[config.mk]
export PLATFORM = sky130hd
export DESIGN_NAME = xfer_count_unit
export DESIGN_NICKNAME = d
export VERILOG_FILES = /design/src/rtl/xcu_pkg.sv /design/src/rtl/xcu_datapath.sv /design/src/rtl/xcu_ctrl.sv /design/src/rtl/xfer_count_unit.sv
export SDC_FILE = /design/constraint.sdc
export NUM_CORES = 1
export LEC_CHECK = 0
export ABC_AREA = 1
export BUFFER_PORTS_ARGS = -buffer_cell sky130_fd_sc_hd__buf_2
export CORE_AREA = 3 3 89 91
export CTS_CLUSTER_DIAMETER = 40
export DETAILED_ROUTE_END_ITERATION = 8
export DIE_AREA = 0 0 92 94
export RECOVER_POWER = 50
export SYNTH_ARGS = -nofsm -noshare
export SYNTH_HDL_FRONTEND = slang
export SYNTH_SLANG_ARGS = --single-unit
[constraint.sdc]
create_clock -name clk -period 2.1 [get_ports clk]
set_input_delay 0.63 -clock clk [delete_from_list [all_inputs] [get_ports clk]]
set_output_delay 0.63 -clock clk [all_outputs]
set_load 0.03 [all_outputs]
[src/rtl/xcu_pkg.sv]
package xcu_pkg;
  typedef enum logic [1:0] {
    MODE_NORMAL = 2'd0,
    MODE_REPEAT = 2'd1,
    MODE_BLOCK  = 2'd2,
    MODE_ALT    = 2'd3
  } xcuMode_e;

  typedef struct packed {
    logic ldA;
    logic ldB;
    logic decWide;
    logic decLo;
    logic reloadLo;
    logic decB;
  } dpStrobes_t;
endpackage

[src/rtl/xcu_datapath.sv]
module xcu_datapath
  import xcu_pkg::*;
#(
  parameter int CNT_W = 16
) (
  input  logic             clk,
  input  logic             rstN,
  input  dpStrobes_t       stb,
  input  logic [CNT_W-1:0] loadAVal,
  input  logic [CNT_W-1:0] loadBVal,
  output logic [CNT_W-1:0] cntA,
  output logic [CNT_W-1:0] cntB
);
  localparam int HALF = CNT_W / 2;

  logic [HALF-1:0] hiHalf;
  logic [HALF-1:0] loHalf;

  assign hiHalf = cntA[CNT_W-1:HALF];
  assign loHalf = cntA[HALF-1:0];

  // Count A: load, wide decrement, low-half reload or low-half decrement
  always_ff @(posedge clk or negedge rstN) begin
    if (!rstN) begin
      cntA <= '0;
    end else if (stb.ldA) begin
      cntA <= loadAVal;
    end else if (stb.decWide) begin
      cntA <= cntA - CNT_W'(1);
    end else if (stb.reloadLo) begin
      cntA[HALF-1:0] <= hiHalf;
    end else if (stb.decLo) begin
      cntA[HALF-1:0] <= loHalf - HALF'(1);
    end
  end

  // Count B: block counter
  always_ff @(posedge clk or negedge rstN) begin
    if (!rstN) begin
      cntB <= '0;
    end else if (stb.ldB) begin
      cntB <= loadBVal;
    end else if (stb.decB) begin
      cntB <= cntB - CNT_W'(1);
    end
  end
endmodule

[src/rtl/xcu_ctrl.sv]
module xcu_ctrl
  import xcu_pkg::*;
#(
  parameter int CNT_W = 16
) (
  input  logic             clk,
  input  logic             rstN,
  input  logic [1:0]       mode,
  input  logic             loadA,
  input  logic             loadB,
  input  logic             xferStb,
  input  logic             dieSel,
  input  logic             enLoad,
  input  logic             enLoadVal,
  input  logic             busRd,
  input  logic             busWr,
  input  logic             busWrData,
  input  logic [CNT_W-1:0] cntA,
  input  logic [CNT_W-1:0] cntB,
  output dpStrobes_t       stb,
  output logic             xferEnd,
  output logic             reload,
  output logic             enable
);
  localparam int HALF = CNT_W / 2;

  xcuMode_e modeE;
  logic     isSplit;
  logic     isBlock;
  logic     lastLo;
  logic     stepA;
  logic     endNow;
  logic     autoClr;
  logic     armed;

  assign modeE   = xcuMode_e'(mode);
  assign isSplit = (modeE == MODE_REPEAT) || (modeE == MODE_BLOCK);
  assign isBlock = (modeE == MODE_BLOCK);
  assign lastLo  = (cntA[HALF-1:0] == HALF'(1));
  assign stepA   = xferStb && !loadA;

  always_comb begin
    stb          = '0;
    stb.ldA      = loadA;
    stb.ldB      = loadB;
    stb.decWide  = stepA && !isSplit;
    stb.reloadLo = stepA && isSplit && lastLo;
    stb.decLo    = stepA && isSplit && !lastLo;
    stb.decB     = stb.reloadLo && isBlock && !loadB;
  end

  assign endNow  = (stb.decWide && (cntA == CNT_W'(1))) ||
                   (stb.decB && (cntB == CNT_W'(1)));
  assign autoClr = endNow || (dieSel && xferStb);

  always_ff @(posedge clk or negedge rstN) begin
    if (!rstN) begin
      xferEnd <= 1'b0;
      reload  <= 1'b0;
    end else begin
      xferEnd <= endNow;
      reload  <= stb.reloadLo;
    end
  end

  // Enable bit: load port, then automatic clear, then bus write
  always_ff @(posedge clk or negedge rstN) begin
    if (!rstN) begin
      enable <= 1'b0;
      armed  <= 1'b0;
    end else begin
      if (enLoad) begin
        enable <= enLoadVal;
      end else if (autoClr) begin
        enable <= 1'b0;
      end else if (busWr) begin
        if (busWrData) begin
          enable <= 1'b1;
        end else if (armed) begin
          enable <= 1'b0;
        end
      end

      if (enLoad || autoClr || busWr) begin
        armed <= 1'b0;
      end else if (busRd && enable) begin
        armed <= 1'b1;
      end
    end
  end
endmodule

[src/rtl/xfer_count_unit.sv]
module xfer_count_unit
  import xcu_pkg::*;
#(
  parameter int CNT_W = 16
) (
  input  logic             clk,
  input  logic             rstN,
  input  logic [1:0]       mode,
  input  logic             loadA,
  input  logic [CNT_W-1:0] loadAVal,
  input  logic             loadB,
  input  logic [CNT_W-1:0] loadBVal,
  input  logic             xferStb,
  input  logic             dieSel,
  input  logic             enLoad,
  input  logic             enLoadVal,
  input  logic             busRd,
  input  logic             busWr,
  input  logic             busWrData,
  output logic [CNT_W-1:0] cntA,
  output logic [CNT_W-1:0] cntB,
  output logic             xferEnd,
  output logic             reload,
  output logic             enable
);
  dpStrobes_t stb;

  xcu_ctrl #(.CNT_W(CNT_W)) u_ctrl (
    .clk      (clk),
    .rstN     (rstN),
    .mode     (mode),
    .loadA    (loadA),
    .loadB    (loadB),
    .xferStb  (xferStb),
    .dieSel   (dieSel),
    .enLoad   (enLoad),
    .enLoadVal(enLoadVal),
    .busRd    (busRd),
    .busWr    (busWr),
    .busWrData(busWrData),
    .cntA     (cntA),
    .cntB     (cntB),
    .stb      (stb),
    .xferEnd  (xferEnd),
    .reload   (reload),
    .enable   (enable)
  );

  xcu_datapath #(.CNT_W(CNT_W)) u_dp (
    .clk     (clk),
    .rstN    (rstN),
    .stb     (stb),
    .loadAVal(loadAVal),
    .loadBVal(loadBVal),
    .cntA    (cntA),
    .cntB    (cntB)
  );
endmodule

**After elaboration in Yosys (flattened, before gate mapping)**

Cells that the tools add are included.

- Register bits after elaboration: 36
- Bits of input ports: 45
- Output and inout port bits: 35
- Word-level logic and storage cells: 56

- Add/subtract/negate cells: 3
- Equality and inequality tests: 5
- Muxes and demuxes: 14
- Reduce and logical (&&, ||, !) cells: 27

Operator list:

| cell | count |
|---|---|
| two-way mux 16 bit | 3 |
| == test 16 x 1 -> 1 bit, second input constant | 2 |
| two-way mux 8 bit | 4 |
| subtractor 16 x 1 -> 16 bit, second input constant | 2 |
| logical AND 1 bit | 11 |
| == test 8 x 1 -> 1 bit, second input constant | 1 |
| nonzero test 4 bit | 2 |
| subtractor 8 x 1 -> 8 bit, second input constant | 1 |
| two-way mux 1 bit | 7 |
| nonzero test 2 bit | 3 |
| logical OR 1 bit | 5 |
| logical NOT 1 bit | 4 |
| nonzero test 3 bit | 1 |
| == test 2 x 1 -> 1 bit, second input constant | 1 |
| == test 2 bit, second input constant | 1 |
| AND reduction 2 bit | 1 |

**Longest topological paths before layout**

- Word-level depth: 12
- Depth in mapped cells: 11
- Gate-level depth less buffers: 11

**By module**

From an unflattened synthesis, not the netlist that was laid out.

- Cells, all modules: 406
- Area, all modules: 2685.1 µm²

By module, submodules not included:

| module | times used | cells an instance | area each (µm²) | seq. area each (µm²) |
|---|---|---|---|---|
| xcu_datapath | 1 | 339 | 2265.9 | 800.8 |
| xcu_ctrl | 1 | 67 | 419.2 | 100.1 |

**Worst setup path before layout**

Ideal clock, no wire load.

- Kind: input to register
- From: input port mode[0]
- To: register u_dp.cntB[10]
- Library setup time: 0.141 ns
- Arrival time: 1.745 ns
- Required time: 1.959 ns
- Slack: 0.214 ns
- Stages on the path: 9
- Path buffers: 1
- Path through: inv_1 ha_1 nor2_4 nand3_4 nor2_4 inv_2 nand2_2 buf_4 o221ai_1

- Cells in the longest elaborated chain, start to end: 7

Ends and longest elaborated chain:

| item | line | text |
|---|---|---|
| from (decl) | xfer_count_unit.sv:8 | `input logic [1:0] mode,` |
| == test 2 x 1 -> 1 bit or == test 2 bit (tied branches) | xcu_ctrl.sv:37, xcu_ctrl.sv:38 |  |
| logical OR 1 bit | xcu_ctrl.sv:37 | `assign isSplit = (modeE == MODE_REPEAT) \|\| (modeE == MODE_BLOCK);` |
| logical AND 1 bit (2 in series) | xcu_ctrl.sv:47 | `stb.reloadLo = stepA && isSplit && lastLo;` |
| logical AND 1 bit * (2 in series) | xcu_ctrl.sv:49 | `stb.decB = stb.reloadLo && isBlock && !loadB;` |
| nonzero test 2 bit (no source line) * | - |  |
| to (signal assigned) | xcu_datapath.sv:42 | `cntB <= loadBVal;` |
| to (signal assigned) | xcu_datapath.sv:44 | `cntB <= cntB - CNT_W'(1);` |
| to (decl) | xcu_datapath.sv:12 | `output logic [CNT_W-1:0] cntB` |

Every way passes the cells marked *; elsewhere a longest branch is shown, timed or not.
A chain may end at the register's enable or synchronous reset.

**Final worst setup path**

- From: input port mode[0]
- To: register u_dp.cntB[12]

Same word-level chain as after synthesis.

==> run summary <==
CTS tree - built
Placed Area - 3040 sq um
via count - 2654
sequential share of power - 0.451
RSZ-0062 raised after global routing - false
stages on the worst setup path - 10
worst path bufs/invs - 3
Worst-Margin Slew - 1.21 ns
htree depth - 2
crit path launch type - primary input
Skew-Pair Late Insertion Delay - 0.28 ns
post-CTS sizing - 0
Final GP Congestion - 0.866
FF-to-FF setup slack - 0.35 ns
CP peak stage delay - 0.35 ns
ANT cells - 0
CP Data Required Time - 2.30 ns
Layout area overhead - 24.2%
first-pass GRT wire length - 11.8 mm
post-synthesis sequential area ratio - 0.364
Yosys reg bits - 36
Pint - 1170 uW
critical path class - primary input to register
Port Buffer Count - 79
CP dominant cell by count - nor2_4
worst r2r dst - u_dp.cntB[8]$_DFFE_PN0P_
crit-path cells - buf_2, inv_1, ha_1, nor2_4, nand3_4, nor2_4, inv_2, nand2_2, o211ai_1, o21ai_0
final setup violation count - 0
switch share - 0.388
number of max-cap violations - 0
R2R depth - 9
CP Launch Point - mode[0]
Synth warnings - 0
P_sw - 745 uW
CTS buffer count - 5
Cell Area, Synth - 2480 sq um
Boundary Pins - 80
final design area excluding fillers - 3080 sq um
layout cell share with drive strength beyond 1 - 0.214
clock sinks - 36
delay-heaviest family, CP - simple AND/OR/NAND/NOR gates
Initial Util - 0.343
post-route DRC violation count - 0
Slew Viols, Final - 0
cts hold-fix bufs - 0
Rel. slew slack - 0.195
CP arrival - 2.01 ns
Slowest cell on crit path - ha_1
die area - 8650 sq um
drt pass-1 iters - 4
Synthesized Nets - 403
Tot GR Track Use - 0.170
cell count after synthesis - 353
Comb pwr share - 0.318
worst ir drop on vdd - 255 uV
number of synthesized flops with an enable pin - 0
Power Dens Cells - 624 nW/um^2
post-synthesis area per instance - 7.01 sq um
HPWL Detailed - 5.67 mm
CP Capture Point - u_dp.cntB[12]$_DFFE_PN0P_
vias in the first global route - 2429
async set-reset flop share out of synthesis - 1.00
Final ANT Viol Nets - 0
Final Util - 0.426
Initial DRC Count - 143
Hold Crit Class - register to register
status - finished clean
final hold slack - 0.526 ns
Post-CTS Setup Inserts - 0
initial antenna violation count - 0
Netlist cell types - 34
wire per inst - 13.2 um
Vias/cell - 4.92
Worst R2R Start - u_dp.cntB[0]$_DFFE_PN0P_
core area - 7210 sq um
clk slew on worst S/H paths - 0.07 ns
PnR Total Power - 1920 uW
Post-Route WL - 7.14 mm
Root Buffer - clkbuf_8
Chip Height - 94 um
CTS Buffer Depth - 2
period utilization - 0.862
largest net degree at the start of global routing - 21
clock skew - 0.00935 ns
Final #Nets - 492
Clk pwr share - 0.231
Leak Pwr - 0.00149 uW
prevailing post-synth register cell - dfrtp_1
Worst Path Max Fanout - 12
crit path time final - 1.81 ns
critical path capture point type - register
FP Rows - 31
Fin. Hold Viols - 0
dpl cells - 534
f_max - 0.553 GHz
Die Wd - 92 um
grt ovf - 0
Non-Filler Instances - 539
synthesized netlist by cell type, types with 2 or more instances:
cell type,number,area (sq um)
inv_2,5,18.8
nand2_1,82,308
ha_1,5,62.6
a21oi_1,12,60.1
nor2_1,55,206
dfrtp_1,36,901
nor2_2,6,37.5
nand2_2,2,12.5
nand3b_1,2,15.0
nand3_1,27,135
nor2_4,2,22.5
o21ai_0,16,80.1
xnor2_1,2,17.5
o221ai_1,6,52.6
nand4_1,10,62.6
clkbuf_1,4,15.0
xor2_1,9,78.8
or2_0,2,12.5
nor3_1,2,10.0
o211ai_1,12,90.1
o21ai_1,3,15.0
inv_1,40,150
a31oi_1,2,12.5
logic make-up (layout without fill, tap and decap cells):
family	after synthesis	after routing	synth area share
xor+xnor	11	11	0.0389
simple gates	195	195	0.353
fa+ha+maj	5	5	0.0253
buf+inv	51	138	0.0793
compound gates	55	55	0.140
flops	36	36	0.364
worst register-to-register path: stages (launching register included):
cell     delay, ns
dfrtp_1       0.41
inv_1         0.14
ha_1          0.21
inv_1         0.06
nor2_2        0.22
nand2_1       0.13
nor2_1        0.10
nand2_1       0.07
or2_0         0.20
a21oi_1       0.14
worst min-delay path by stage:
| stage | from | to | slack (ns) | cells past startpoint |
|---|---|---|---|---|
| 2_1_floorplan | rstN | u_ctrl.armed$_DFFE_PN0P_ | 0.33 | 0 |
| 3_3_place_gp | u_ctrl.armed$_DFFE_PN0P_ | u_ctrl.armed$_DFFE_PN0P_ | 0.51 | 2 |
| 3_5_place_dp | u_ctrl.armed$_DFFE_PN0P_ | u_ctrl.armed$_DFFE_PN0P_ | 0.51 | 2 |
| 4_1_cts | rstN | u_dp.cntB[9]$_DFFE_PN0P_ | 0.33 | 1 |
| 5_1_grt | loadAVal[3] | u_dp.cntA[3]$_DFFE_PN0P_ | 0.57 | 3 |
| 6_report | u_ctrl.armed$_DFFE_PN0P_ | u_ctrl.armed$_DFFE_PN0P_ | 0.53 | 2 |
cell usage in the layout (no fill, tap or decap), types with 10 or more instances in the layout:
cell      count
buf_2        62
clkbuf_1     19
o211ai_1     12
nand3_1      27
a21oi_1      12
o21ai_0      16
dfrtp_1      36
nor2_1       55
inv_1        40
nand4_1      10
nand2_1      82
metal layers:
| metal | routed length (um) | vias up | track usage |
|---|---|---|---|
| li1 | - | 1343 | - |
| met1 | 3420 | 1232 | 0.238 |
| met2 | 3260 | 72 | 0.265 |
| met3 | 383 | 7 | 0.0345 |
| met4 | 70 | 0 | 0.0470 |
| met5 | 0 | - | 0 |
power groups by stage:
stage               Sequential (uW)  Clock (uW)  Combinational (uW)
finish                          865         444                 611
floorplan                       991           0                 280
global route                    882         482                 682
detailed placement              877           0                 624
CTS                             864         465                 626
global placement                878           0                 620
flip-flops by register name, indices dropped and copies added, names as in the netlist:
register,count
u_ctrl.enable,1
u_ctrl.xferEnd,1
u_ctrl.reload,1
u_dp.cntB,16
u_dp.cntA,16
u_ctrl.armed,1
cell type report:
| type | count | area, sq um |
|---|---|---|
| Clock buffer | 5 | 68.8 |
| Fill cell | 818 | 4140 |
| Inverter | 45 | 169 |
| Multi-Input combinational cell | 266 | 1380 |
| Sequential cell | 36 | 901 |
| Tap cell | 99 | 124 |
| Timing Repair Buffer | 88 | 434 |
metrics by stage:
| step | setup WS [ns] | TNS (ns) |
|---|---|---|
| final | 0.290 | 0 |
| after global routing | 0.144 | 0 |
| after CTS | 0.299 | 0 |
| after detailed placement | -0.000759 | -0.000759 |
| after global placement | 0.0375 | 0 |
| after floorplan | 0.214 | 0 |
(Power assumes the default switching activity.)
